`src/rtl/hs_pkg.sv`:
```
package hs_pkg;

    typedef enum logic [2:0] {
        RQ_IDLE,
        RQ_ADRS,
        RQ_WAIT,
        RQ_GET,
        RQ_DONE
    } rq_state_e;

    typedef enum logic [2:0] {
        RS_ADRS,
        RS_WAIT,
        RS_ACK,
        RS_SEND,
        RS_RELEASE
    } rs_state_e;

endpackage

```
`src/rtl/hs_regfile.sv`:
```
module hs_regfile #(
    parameter int ADDR_W = 4,
    parameter int DATA_W = 16
) (
    input  logic              clk,
    input  logic              rst,
    input  logic              we,
    input  logic [ADDR_W-1:0] waddr,
    input  logic [DATA_W-1:0] wdata,
    input  logic [ADDR_W-1:0] raddr,
    output logic [DATA_W-1:0] rdata
);
    localparam int DEPTH = 1 << ADDR_W;

    logic [DATA_W-1:0] entry_q [DEPTH];

    for (genvar i = 0; i < DEPTH; i++) begin : g_entry
        logic [DATA_W-1:0] entry_d;

        always_comb begin
            entry_d = entry_q[i];
            if (we && (waddr == ADDR_W'(i))) begin
                entry_d = wdata;
            end
        end

        always_ff @(posedge clk) begin
            if (rst) begin
                entry_q[i] <= '0;
            end else begin
                entry_q[i] <= entry_d;
            end
        end
    end

    assign rdata = entry_q[raddr];

endmodule

```
`src/rtl/hs_requester.sv`:
```
module hs_requester
    import hs_pkg::*;
#(
    parameter int ADDR_W = 4,
    parameter int DATA_W = 16
) (
    input  logic              clk,
    input  logic              rst,
    input  logic              cmd_valid,
    input  logic              cmd_write,
    input  logic [ADDR_W-1:0] cmd_addr,
    input  logic [DATA_W-1:0] cmd_wdata,
    output logic              cmd_ready,
    output logic              rsp_valid,
    output logic [DATA_W-1:0] rsp_rdata,
    output logic              bus_req,
    output logic              bus_rw,
    output logic [ADDR_W-1:0] bus_addr,
    output logic [DATA_W-1:0] bus_wdata,
    input  logic              bus_ack,
    input  logic              bus_drdy,
    input  logic [DATA_W-1:0] bus_rdata
);
    typedef struct packed {
        rq_state_e         state;
        logic              req;
        logic              rw;
        logic [ADDR_W-1:0] addr;
        logic [DATA_W-1:0] wdata;
        logic [DATA_W-1:0] rdata;
        logic              done;
    } rq_regs_t;

    rq_regs_t r_d, r_q;

    always_comb begin
        r_d      = r_q;
        r_d.done = 1'b0;
        case (r_q.state)
            RQ_IDLE: begin
                if (cmd_valid) begin
                    r_d.state = RQ_ADRS;
                    r_d.req   = 1'b1;
                    r_d.rw    = ~cmd_write;
                    r_d.addr  = cmd_addr;
                    r_d.wdata = cmd_wdata;
                end
            end
            RQ_ADRS: begin
                r_d.state = RQ_WAIT;
            end
            RQ_WAIT: begin
                // reads capture when ack and data-ready coincide
                if (bus_ack && (bus_drdy || !r_q.rw)) begin
                    if (r_q.rw) begin
                        r_d.rdata = bus_rdata;
                    end
                    r_d.state = RQ_GET;
                end
            end
            RQ_GET: begin
                // request withdrawn only once ack is seen low
                if (!bus_ack) begin
                    r_d.req   = 1'b0;
                    r_d.done  = 1'b1;
                    r_d.state = RQ_DONE;
                end
            end
            RQ_DONE: begin
                r_d.state = RQ_IDLE;
            end
            default: begin
                r_d.state = RQ_IDLE;
                r_d.req   = 1'b0;
            end
        endcase
    end

    always_ff @(posedge clk) begin
        if (rst) begin
            r_q.state <= RQ_IDLE;
            r_q.req   <= 1'b0;
            r_q.rw    <= 1'b1;
            r_q.addr  <= '0;
            r_q.wdata <= '0;
            r_q.rdata <= '0;
            r_q.done  <= 1'b0;
        end else begin
            r_q <= r_d;
        end
    end

    assign cmd_ready = (r_q.state == RQ_IDLE);
    assign rsp_valid = r_q.done;
    assign rsp_rdata = r_q.rdata;
    assign bus_req   = r_q.req;
    assign bus_rw    = r_q.rw;
    assign bus_addr  = r_q.addr;
    assign bus_wdata = r_q.wdata;

endmodule

```
`src/rtl/hs_responder.sv`:
```
module hs_responder
    import hs_pkg::*;
#(
    parameter int ADDR_W      = 4,
    parameter int DATA_W      = 16,
    parameter int WAIT_CYCLES = 1
) (
    input  logic              clk,
    input  logic              rst,
    input  logic              bus_req,
    input  logic              bus_rw,
    input  logic [ADDR_W-1:0] bus_addr,
    input  logic [DATA_W-1:0] bus_wdata,
    output logic              bus_ack,
    output logic              bus_drdy,
    output logic [DATA_W-1:0] bus_rdata,
    output logic [ADDR_W-1:0] mem_addr,
    input  logic [DATA_W-1:0] mem_rdata,
    output logic              mem_we,
    output logic [DATA_W-1:0] mem_wdata
);
    localparam int CNT_W = $clog2(WAIT_CYCLES + 2);

    typedef struct packed {
        rs_state_e         state;
        logic [CNT_W-1:0]  cnt;
        logic              ack;
        logic              drdy;
        logic              rw;
        logic              we;
        logic [ADDR_W-1:0] addr;
        logic [DATA_W-1:0] wdata;
        logic [DATA_W-1:0] rdata;
    } rs_regs_t;

    rs_regs_t s_d, s_q;

    always_comb begin
        s_d    = s_q;
        s_d.we = 1'b0;
        case (s_q.state)
            RS_ADRS: begin
                if (bus_req) begin
                    s_d.addr  = bus_addr;
                    s_d.rw    = bus_rw;
                    s_d.wdata = bus_wdata;
                    s_d.cnt   = CNT_W'(WAIT_CYCLES);
                    s_d.state = RS_WAIT;
                end
            end
            RS_WAIT: begin
                if (s_q.cnt == '0) begin
                    s_d.ack   = 1'b1;
                    s_d.state = RS_ACK;
                end else begin
                    s_d.cnt = s_q.cnt - 1'b1;
                end
            end
            RS_ACK: begin
                s_d.state = RS_SEND;
                if (s_q.rw) begin
                    s_d.drdy  = 1'b1;
                    s_d.rdata = mem_rdata;
                end else begin
                    s_d.we = 1'b1;
                end
            end
            RS_SEND: begin
                s_d.ack   = 1'b0;
                s_d.drdy  = 1'b0;
                s_d.state = RS_RELEASE;
            end
            RS_RELEASE: begin
                if (!bus_req) begin
                    s_d.state = RS_ADRS;
                end
            end
            default: begin
                s_d.state = RS_ADRS;
                s_d.ack   = 1'b0;
                s_d.drdy  = 1'b0;
            end
        endcase
    end

    always_ff @(posedge clk) begin
        if (rst) begin
            s_q.state <= RS_ADRS;
            s_q.cnt   <= '0;
            s_q.ack   <= 1'b0;
            s_q.drdy  <= 1'b0;
            s_q.rw    <= 1'b1;
            s_q.we    <= 1'b0;
            s_q.addr  <= '0;
            s_q.wdata <= '0;
            s_q.rdata <= '0;
        end else begin
            s_q <= s_d;
        end
    end

    assign bus_ack   = s_q.ack;
    assign bus_drdy  = s_q.drdy;
    assign bus_rdata = s_q.rdata;
    assign mem_addr  = s_q.addr;
    assign mem_we    = s_q.we;
    assign mem_wdata = s_q.wdata;

endmodule

```
`src/rtl/hs_bus_read.sv`:
```
module hs_bus_read #(
    parameter int ADDR_W      = 4,
    parameter int DATA_W      = 16,
    parameter int WAIT_CYCLES = 1
) (
    input  logic              clk,
    input  logic              rst,
    input  logic              cmd_valid,
    input  logic              cmd_write,
    input  logic [ADDR_W-1:0] cmd_addr,
    input  logic [DATA_W-1:0] cmd_wdata,
    output logic              cmd_ready,
    output logic              rsp_valid,
    output logic [DATA_W-1:0] rsp_rdata,
    output logic              bus_req,
    output logic              bus_ack,
    output logic              bus_rw,
    output logic [ADDR_W-1:0] bus_addr,
    output logic              bus_drdy
);
    logic [DATA_W-1:0] bus_wdata;
    logic [DATA_W-1:0] bus_rdata;
    logic [ADDR_W-1:0] mem_addr;
    logic [DATA_W-1:0] mem_rdata;
    logic              mem_we;
    logic [DATA_W-1:0] mem_wdata;

    hs_requester #(.ADDR_W(ADDR_W), .DATA_W(DATA_W)) u_requester (
        .clk       (clk),
        .rst       (rst),
        .cmd_valid (cmd_valid),
        .cmd_write (cmd_write),
        .cmd_addr  (cmd_addr),
        .cmd_wdata (cmd_wdata),
        .cmd_ready (cmd_ready),
        .rsp_valid (rsp_valid),
        .rsp_rdata (rsp_rdata),
        .bus_req   (bus_req),
        .bus_rw    (bus_rw),
        .bus_addr  (bus_addr),
        .bus_wdata (bus_wdata),
        .bus_ack   (bus_ack),
        .bus_drdy  (bus_drdy),
        .bus_rdata (bus_rdata)
    );

    hs_responder #(
        .ADDR_W      (ADDR_W),
        .DATA_W      (DATA_W),
        .WAIT_CYCLES (WAIT_CYCLES)
    ) u_responder (
        .clk       (clk),
        .rst       (rst),
        .bus_req   (bus_req),
        .bus_rw    (bus_rw),
        .bus_addr  (bus_addr),
        .bus_wdata (bus_wdata),
        .bus_ack   (bus_ack),
        .bus_drdy  (bus_drdy),
        .bus_rdata (bus_rdata),
        .mem_addr  (mem_addr),
        .mem_rdata (mem_rdata),
        .mem_we    (mem_we),
        .mem_wdata (mem_wdata)
    );

    hs_regfile #(.ADDR_W(ADDR_W), .DATA_W(DATA_W)) u_store (
        .clk   (clk),
        .rst   (rst),
        .we    (mem_we),
        .waddr (mem_addr),
        .wdata (mem_wdata),
        .raddr (mem_addr),
        .rdata (mem_rdata)
    );

endmodule

```
`config.mk`:
```
export PLATFORM = sky130hd
export DESIGN_NAME = hs_bus_read
export DESIGN_NICKNAME = d
export VERILOG_FILES = /design/src/rtl/hs_pkg.sv /design/src/rtl/hs_regfile.sv /design/src/rtl/hs_requester.sv /design/src/rtl/hs_responder.sv /design/src/rtl/hs_bus_read.sv
export SDC_FILE = /design/constraint.sdc
export NUM_CORES = 1
export LEC_CHECK = 0
export ABC_AREA = 1
export BUFFER_PORTS_ARGS = -buffer_cell sky130_fd_sc_hd__buf_2
export CAP_MARGIN = 15
export CORE_MARGIN = 2
export CORE_UTILIZATION = 40
export CTS_CLUSTER_SIZE = 8
export DETAILED_ROUTE_END_ITERATION = 7
export GPL_ROUTABILITY_DRIVEN = 0
export SLEW_MARGIN = 10
export SYNTH_ARGS = -nofsm -noshare
export SYNTH_HDL_FRONTEND = slang
export SYNTH_HIERARCHICAL = 1
export SYNTH_SLANG_ARGS = --single-unit
```
`constraint.sdc`:
```
create_clock -name clk -period 2.55 [get_ports clk]
set_clock_uncertainty 0.15 [all_clocks]
set_input_delay 0.3825 -clock clk [delete_from_list [all_inputs] [get_ports clk]]
set_output_delay 0.3825 -clock clk [all_outputs]
set_load 0.1 [all_outputs]
```
==> flow_summary.toml, run 1 <==
[floorplan]
fp.dieW_um = 206
io_pins = 50
core_um2 = 39900
start_util = 0.407
fp-row-count = 73
fp.dieH_um = 206
dieArea_um2 = 42300

[yosys]
avgSynthCellArea_um2 = 8.59
synth_cell_types = 31
synth_edf_count = 256
yosys.area.top_type = "edfxtp_1"
synth_area_leaders = "edfxtp_1, dfxtp_1, nand2_1, nor2_1, nand3_1"
synth.top_cell.area_share = 0.473
synthArstFlopShare = 0
synth_warnings = 6
yosysSeqAreaShare = 0.580
synth_area_um2 = 16300
synthFlopType = "edfxtp_1"
yosysMostFrequentCell = "nand2_1"
synth_seq_cells = 343
synth_common_cells = "nand2_1, nor2_1, edfxtp_1, inv_1, nand3_1"
syn-num-nets = 1917
netlist_instances = 1892

[route]
ant_nets = 0
routedWlPerCell_um = 18.8
dr.pass1.iters = 5
via_per_inst = 5.00
num_vias = 12300
drt_iter0_drc = 1437
drt-total-wl_mm = 46.2
drc_errors = 0

[timing]
fmaxAchievable_mhz = 456
rsz0062_at_grt = "no"
hold_viol = 0
min_period_over_period = 0.860
slew_violations = 0
tightest_slew_ps = 985
slew_headroom = 0.343
fin_crit_ps = 2190
setup_viol = 0

[power]
leakagePower_nw = 7.41
power_mw = 15.1
powerDensity_nw_per_um2 = 831
ir_worst_vdd_mv = 0.429

[cts]
clk_pin_slew_worst_paths_ps = 50
clock-sinks = 343
clk_latency_ps = 550
cts_buffers = 48
cts_tree = "done"
clock_path_buffers = 3
htreeDepth = 2
cts-root-buf = "clkbuf_16"

[setup_path]
startpoint = "u_responder/mem_addr[0]$_SDFFE_PP0P_"
crit_fanout = 29
slowest_delay_ps = 580
r2r-start = "u_responder/mem_addr[0]$_SDFFE_PP0P_"
crit_slowest_cell = "nand3_1"
cp_cell_sequence = "inv_1 > nor2_1 > nand3_1 > nor2_1"
critPathKind = "reg2reg"
critPathCaptureType = "register"
timing.critical_path.buf_inv = 1
cp_common_cell = "nor2_1"
critPathTopFamily = "simple AND/OR/NAND/NOR gates"
critPathArrivalTime_ps = 2420
worstPathRequired_ps = 2780
rrSetupSlack_ps = 360
startpoint_type = "register"

[placed_design]
placed_area_um2 = 16700
port_buffers = 49
dp_hpwl_mm = 29.2

[hold_path]
hold_class = "in2reg"
worstHoldStart = "cmd_valid"

[global_routing]
grt_pass1_wl_mm = 70.9
antenna_found_initial = 0
grt_pass1_vias = 11800
grtUsageTotal = 0.225
grt_overflow = 0
grt_max_degree = 65

[layout]
syn_to_final_growth_pct = 12.1
n_antenna_cell = 0
design_area_um2 = 18200
final_nets = 1925
drive_gt1_frac = 0.113

[run]
cap_viol_max_count = 0

[run_status]
outcome = "completed"
cell families after synthesis:
group / count (synthesis) / share of synthesized area
adder cells (fa/ha/maj): 1 / 0.000770
AND/OR/NAND/NOR: 1040 / 0.267
flip-flops: 343 / 0.580
AO/OA/AOI/OAI: 89 / 0.0299
buffers and inverters: 419 / 0.122
cell usage in the layout (no fill, tap or decap), types with 2 or more instances in the layout:
master / Yosys / layout
dlygate4sd3_1: 0 / 21
buf_4: 75 / 65
a21oi_1: 32 / 32
nand3_1: 211 / 211
inv_2: 3 / 3
clkbuf_1: 49 / 36
nand3_4: 2 / 2
clkbuf_16: 0 / 49
edfxtp_1: 256 / 256
buf_12: 1 / 5
o21ai_1: 11 / 19
dfxtp_1: 87 / 85
nor2_1: 338 / 338
nor3_1: 2 / 2
nand2_2: 11 / 11
nor3_4: 2 / 2
a21oi_2: 10 / 10
nor2_4: 3 / 3
buf_2: 29 / 49
nor2_2: 13 / 13
nand4_1: 10 / 10
inv_1: 232 / 231
o21ai_0: 35 / 27
clkinv_2: 1 / 2
nand2_1: 446 / 446
timing repair:
action,4_1_cts,5_1_grt
gates resized for setup,0,0
buffers inserted,0,0
endpoints found under the hold margin,21,0
hold buffers,21,0
layer usage:
| layer | vias up | part of all wire | GRT usage | wire [um] |
|---|---|---|---|---|
| met2 | 502 | 0.46 | 0.349 | 21100 |
| met4 | 0 | 0.039 | 0.0938 | 1800 |
| met3 | 91 | 0.080 | 0.0402 | 3710 |
| met5 | - | 0 | 0 | 0 |
| li1 | 5935 | - | - | - |
| met1 | 5780 | 0.42 | 0.310 | 19600 |
sequential cells by signal, indices dropped and copies added, names as in the netlist, 3 cells and up:
signal,count
u_requester/bus_wdata,16
u_requester/bus_addr,4
u_responder/s_q,6
u_requester/rsp_rdata,16
u_responder/mem_addr,4
u_responder/mem_wdata,16
u_responder/bus_rdata,16
u_store/entry_q,256
u_requester/r_q,3
through the flow:
| stage | std cells | worst slack [ps] | TNS (ps) | hold slack (ps) | utilization |
|---|---|---|---|---|---|
| final | 2460 | 358 | 0 | 106 | 0.457 |
| after global routing | 2460 | 174 | 0 | 120 | 0.457 |
| after CTS | 2460 | 379 | 0 | 79.0 | 0.457 |
| after detailed placement | 2354 | 386 | 0 | 303 | 0.417 |
| after global placement | 2354 | 432 | 0 | 303 | 0.417 |
| after floorplan | 1892 | -22.1 | -1390 | 295 | - |
cell type report:
cell class	instances	area, um^2
fillers	3790	21700
repair buffers	140	1040
flip-flops and latches	343	9430
inverters	237	895
clock buffers	85	1360
multi-input cells	1130	4840
well taps	525	657
worst register-to-register path, cell delays in order (launching register included):
cell and delay [ps]:
dfxtp_4 530, inv_1 70, nor2_1 440, nand3_1 590, nor2_1 250
worst paths after layout:
check / cells after the start / to
max: 4 / u_store/entry_q[1][6]$_SDFFCE_PN0P_
min: 5 / u_requester/r_q[40]$_SDFFE_PP0P_
min reg2reg: 2 / u_responder/mem_wdata[3]$_SDFFE_PP0P_
max reg2reg: 4 / u_store/entry_q[1][6]$_SDFFCE_PN0P_
where the power goes:
group          total, mW  switching (mW)  internal (mW)
logic               2.76            2.09          0.662
clock network       5.83            2.27           3.56
registers           6.56           0.228           6.33
total               15.1            4.60           10.6
Note: power is estimated with default switching activity, not from simulation.
==> run 2, diff against run 1 <==
- CORE_UTILIZATION: 40 -> 38
==> run 2 against run 1 <==
  * Global-route usage down 1.4 points
  * Utilization down 2.3 points
  * Clock power up 1%
  * Highest routed layer unchanged
  * Critical path depth up 5
  * Largest cell class unchanged
  * Critical path type unchanged
==> flow_summary.toml, run 2 (synthesized netlist as in run 1, its figures left out) <==
[floorplan]
core_um2 = 42000
fp.dieW_um = 211
start_util = 0.387
dieArea_um2 = 44400
fp.dieH_um = 211
io_pins = 50
fp-row-count = 75

[setup_path]
startpoint = "u_responder/mem_addr[0]$_SDFFE_PP0P_"
startpoint_type = "register"
r2r-start = "u_responder/mem_addr[0]$_SDFFE_PP0P_"
crit_fanout = 84
critPathCaptureType = "register"
worstPathRequired_ps = 2880
critPathKind = "reg2reg"
critPathArrivalTime_ps = 2550

[run_status]
outcome = "completed"

[route]
drc_errors = 0
met1_length_mm = 18.9
highest_layer = "met4"
dr.pass1.iters = 6
via_per_inst = 5.02
num_vias = 12400
ant_nets = 0
routedWlPerCell_um = 18.6
met3WireLength_mm = 3.55
wl_met2_mm = 21.9
drt-total-wl_mm = 46.1
drt_iter0_drc = 1244

[timing]
fmaxAchievable_mhz = 450
setup_viol = 0
fin_crit_ps = 2220
rsz0062_at_grt = "no"
slew_headroom = 0.371
min_period_over_period = 0.871
hold_viol = 0
whs_ps = 109
tightest_slew_ps = 942
slew_violations = 0

[layout]
final_common_cell = "nand2_1"
regMostFlops = "u_store/entry_q"
drive_gt1_frac = 0.113
seqCellArea_um2 = 9430
final_cell_mix = "nand2_1, nor2_1, edfxtp_1, inv_1, nand3_1"
largest_reg_flops = 256
n_fill_cell = 4098
multi_input_area_um2 = 4840
final_nets = 1923
n_antenna_cell = 0
syn_to_final_growth_pct = 12.2

[power]
leakagePower_nw = 7.41
powerDensity_nw_per_um2 = 831
power_mw = 15.2
ir_worst_vdd_mv = 0.399

[cts]
postCtsHoldBufs = 21
cts-root-buf = "clkbuf_16"
clock-sinks = 343
cts_tree = "done"
htreeDepth = 2
clk_pin_slew_worst_paths_ps = 50
cts_setup_buffers = 0
cts_buffers = 48
clock_path_buffers = 3
clk_latency_ps = 560
ctsResizeCount = 0

[placed_design]
port_buffers = 49
dp_hpwl_mm = 28.7

[global_routing]
grt_pass1_wl_mm = 71.0
grt_overflow = 0
grt_max_degree = 85
grt_pass1_vias = 12200
antenna_found_initial = 0
grtUsageTotal = 0.210

[run]
cap_viol_max_count = 0

[hold_path]
hold_class = "in2reg"
worstHoldStart = "cmd_valid"
run 2: cell count changes in the layout (fill, tap and decap cells not counted):
| cell | before | now |
|---|---|---|
| buf_4 | 65 | 64 |
| buf_12 | 5 | 4 |
| inv_6 | 0 | 2 |
run 2: final timing paths:
path / slack, ps / endpoint / depth (start not counted)
min reg2reg: 310 / u_responder/mem_wdata[15]$_SDFFE_PP0P_ / 2
min: 110 / u_requester/r_q[40]$_SDFFE_PP0P_ / 5
max reg2reg: 330 / u_responder/bus_rdata[11]$_SDFFE_PP0P_ / 9
max: 330 / u_responder/bus_rdata[11]$_SDFFE_PP0P_ / 9
run 2: metrics by stage:
step                instances  instance area (um^2)   util  setup slack [ps]  setup TNS, ps
floorplan                1892                 16300      -             -22.1          -1390
global placement         2366                 16600  0.396               432              0
detailed placement       2366                 16600  0.396               403              0
CTS                      2474                 18200  0.434               385              0
global route             2474                 18200  0.434               235              0
finish                   2474                 18200  0.434               328              0
run 2: final cells by class:
class / count / area share
clock buffer: 85 / 0.0746
sequential: 343 / 0.517
multi-input combinational: 1130 / 0.265
inverter: 237 / 0.0491
tap: 539 / 0.0370
timing repair buffer: 138 / 0.0557
clock inverter: 2 / 0.000961
run 2: where the power goes:
group	switching, mW	internal [mW]
clock network	2.34	3.57
registers	0.239	6.33
logic	2.02	0.660
total	4.59	10.6
run 2: metal layers:
metal	GRT usage	vias up
met5	0	-
met4	0.0855	0
met3	0.0349	87
met2	0.347	481
met1	0.277	5920
li1	-	5930
run 2: critical path, cell delays in order, from the launching register on:
cell,delay [ps]
dfxtp_4,580
clkinv_2,170
buf_12,220
nand2_1,130
nand3_1,80
nand3_1,160
nand3_1,210
nand2_1,160
nand2_2,70
a21oi_2,120
==> run 3, diff against run 2 <==
- clock period: 2.55 -> 2.25 ns (I/O delays scaled with it)
==> run 3 against run 2 <==
  * Routed wire length shrank 3.8%
  * Combinational power grew 16%
  * Sequential cell count is the same
  * Register-to-register slack lost 30 ps
  * Critical endpoint is now cmd_ready
  * Worst hold slack lost 60 ps
==> flow_summary.toml, run 3 (synthesized netlist as in run 1, its figures left out) <==
[layout]
fin_util = 0.436
regMostFlops = "u_store/entry_q"
n_antenna_cell = 0
final_common_cell = "nand2_1"
drive_gt1_frac = 0.116
final_cell_mix = "nand2_1, nor2_1, edfxtp_1, inv_1, nand3_1"
largest_reg_flops = 256
n_fill_cell = 4074
syn_to_final_growth_pct = 12.9
final_nets = 1930

[power]
power_mw = 17.2
ir_worst_vdd_mv = 0.485
powerDensity_nw_per_um2 = 938
leakagePower_nw = 7.46

[setup_path]
startpoint_type = "register"
critPathArrivalTime_ps = 1620
crit_fanout = 5
critPathCaptureType = "output pin"
worstPathRequired_ps = 1760
critPathKind = "reg2out"

[timing]
slew_headroom = 0.561
whs_ps = 48.6
slew_violations = 0
fin_crit_ps = 2110
tightest_slew_ps = 657
rsz0062_at_grt = "no"
fin_ws_ps = 138
setup_viol = 0
min_period_over_period = 0.939
tns_ps = 0
fmaxAchievable_mhz = 473
hold_viol = 0

[global_routing]
antenna_found_initial = 0
grt_pass1_vias = 11800
grt_pass1_wl_mm = 67.5
grt_max_degree = 65
grt_overflow = 0
grtUsageTotal = 0.199

[cts]
cts-root-buf = "clkbuf_16"
clock-sinks = 343
cts_setup_buffers = 0
clk_latency_ps = 560
cts_buffers = 48
htreeDepth = 2
clk_pin_slew_worst_paths_ps = 50
clock_path_buffers = 3
ctsResizeCount = 0
cts_tree = "done"

[floorplan]
dieArea_um2 = 44400
fp.dieH_um = 211
io_pins = 50
fp.dieW_um = 211
core_um2 = 42000
fp-row-count = 75
start_util = 0.387

[route]
ant_nets = 0
drt_iter0_drc = 1318
drt-total-wl_mm = 44.3
routedWlPerCell_um = 17.9
via_per_inst = 4.98
dr.pass1.iters = 6
drc_errors = 0
num_vias = 12400

[hold_path]
hold_class = "in2reg"

[run]
cap_viol_max_count = 0

[placed_design]
dp_hpwl_mm = 28.1
port_buffers = 49
pre_cts_ws_ps = 368

[run_status]
outcome = "completed"
==> run 3: changes by cell type in the layout (fill, tap and decap cells not counted), sizes merged <==
cell,previous run,this run
clkbuf,85,84
inv,237,235
buf,117,124
clkinv,2,5
==> run 3: area by class of cell <==
class / count / area, um^2 / area share
Tap cell: 539 / 674 / 0.0368
Multi-Input combinational cell: 1130 / 4840 / 0.264
Inverter: 237 / 895 / 0.0488
Clock buffer: 84 / 1340 / 0.0728
Clock inverter: 3 / 48.8 / 0.00266
Sequential cell: 343 / 9430 / 0.514
Timing Repair Buffer: 145 / 1120 / 0.0610
==> run 3: worst paths after layout <==
path / from / end / slack [ps] / cells after the start
setup / recovery: u_requester/r_q[39]$_SDFFE_PP0P_ / cmd_ready / 140 / 4
hold / removal: cmd_valid / u_requester/r_q[40]$_SDFFE_PP0P_ / 50 / 5
setup reg to reg: u_responder/mem_addr[2]$_SDFFE_PP0P_ / u_store/entry_q[2][12]$_SDFFCE_PN0P_ / 300 / 3
hold reg to reg: u_requester/bus_wdata[0]$_SDFFE_PP0P_ / u_responder/mem_wdata[0]$_SDFFE_PP0P_ / 310 / 2
==> run 3: critical path, cell delays in order (launching register included) <==
cell     delay (ps)
dfxtp_1         360
nor2_2          140
nand2_1          80
inv_1            80
buf_2           420
==> run 3: report_power, final <==
part	total, mW	switching, mW	leakage (nW)	internal [mW]
Sequential	7.42	0.239	3.35	7.18
Clock	6.67	2.67	0.655	3.99
Combinational	3.12	2.33	3.45	0.786
==> run 3: metrics by stage <==
step,std cells,area [um^2]
finish,2481,18300
global route,2481,18300
CTS,2481,18300
detailed placement,2373,16700
global placement,2373,16700
floorplan,1892,16300
==> run 3: layer usage <==
layer / GRT usage / vias to the layer above / part of all wire
li1: - / 5934 / -
met1: 0.268 / 5892 / 0.42
met2: 0.334 / 454 / 0.48
met3: 0.0318 / 70 / 0.080
met4: 0.0566 / 0 / 0.023
met5: 0 / - / 0
==> run 3: timing repair <==
item                                    CTS  global route
hold endpoints to repair                 21             0
endpoints found under the setup margin    0             0
hold buffers                             21             0
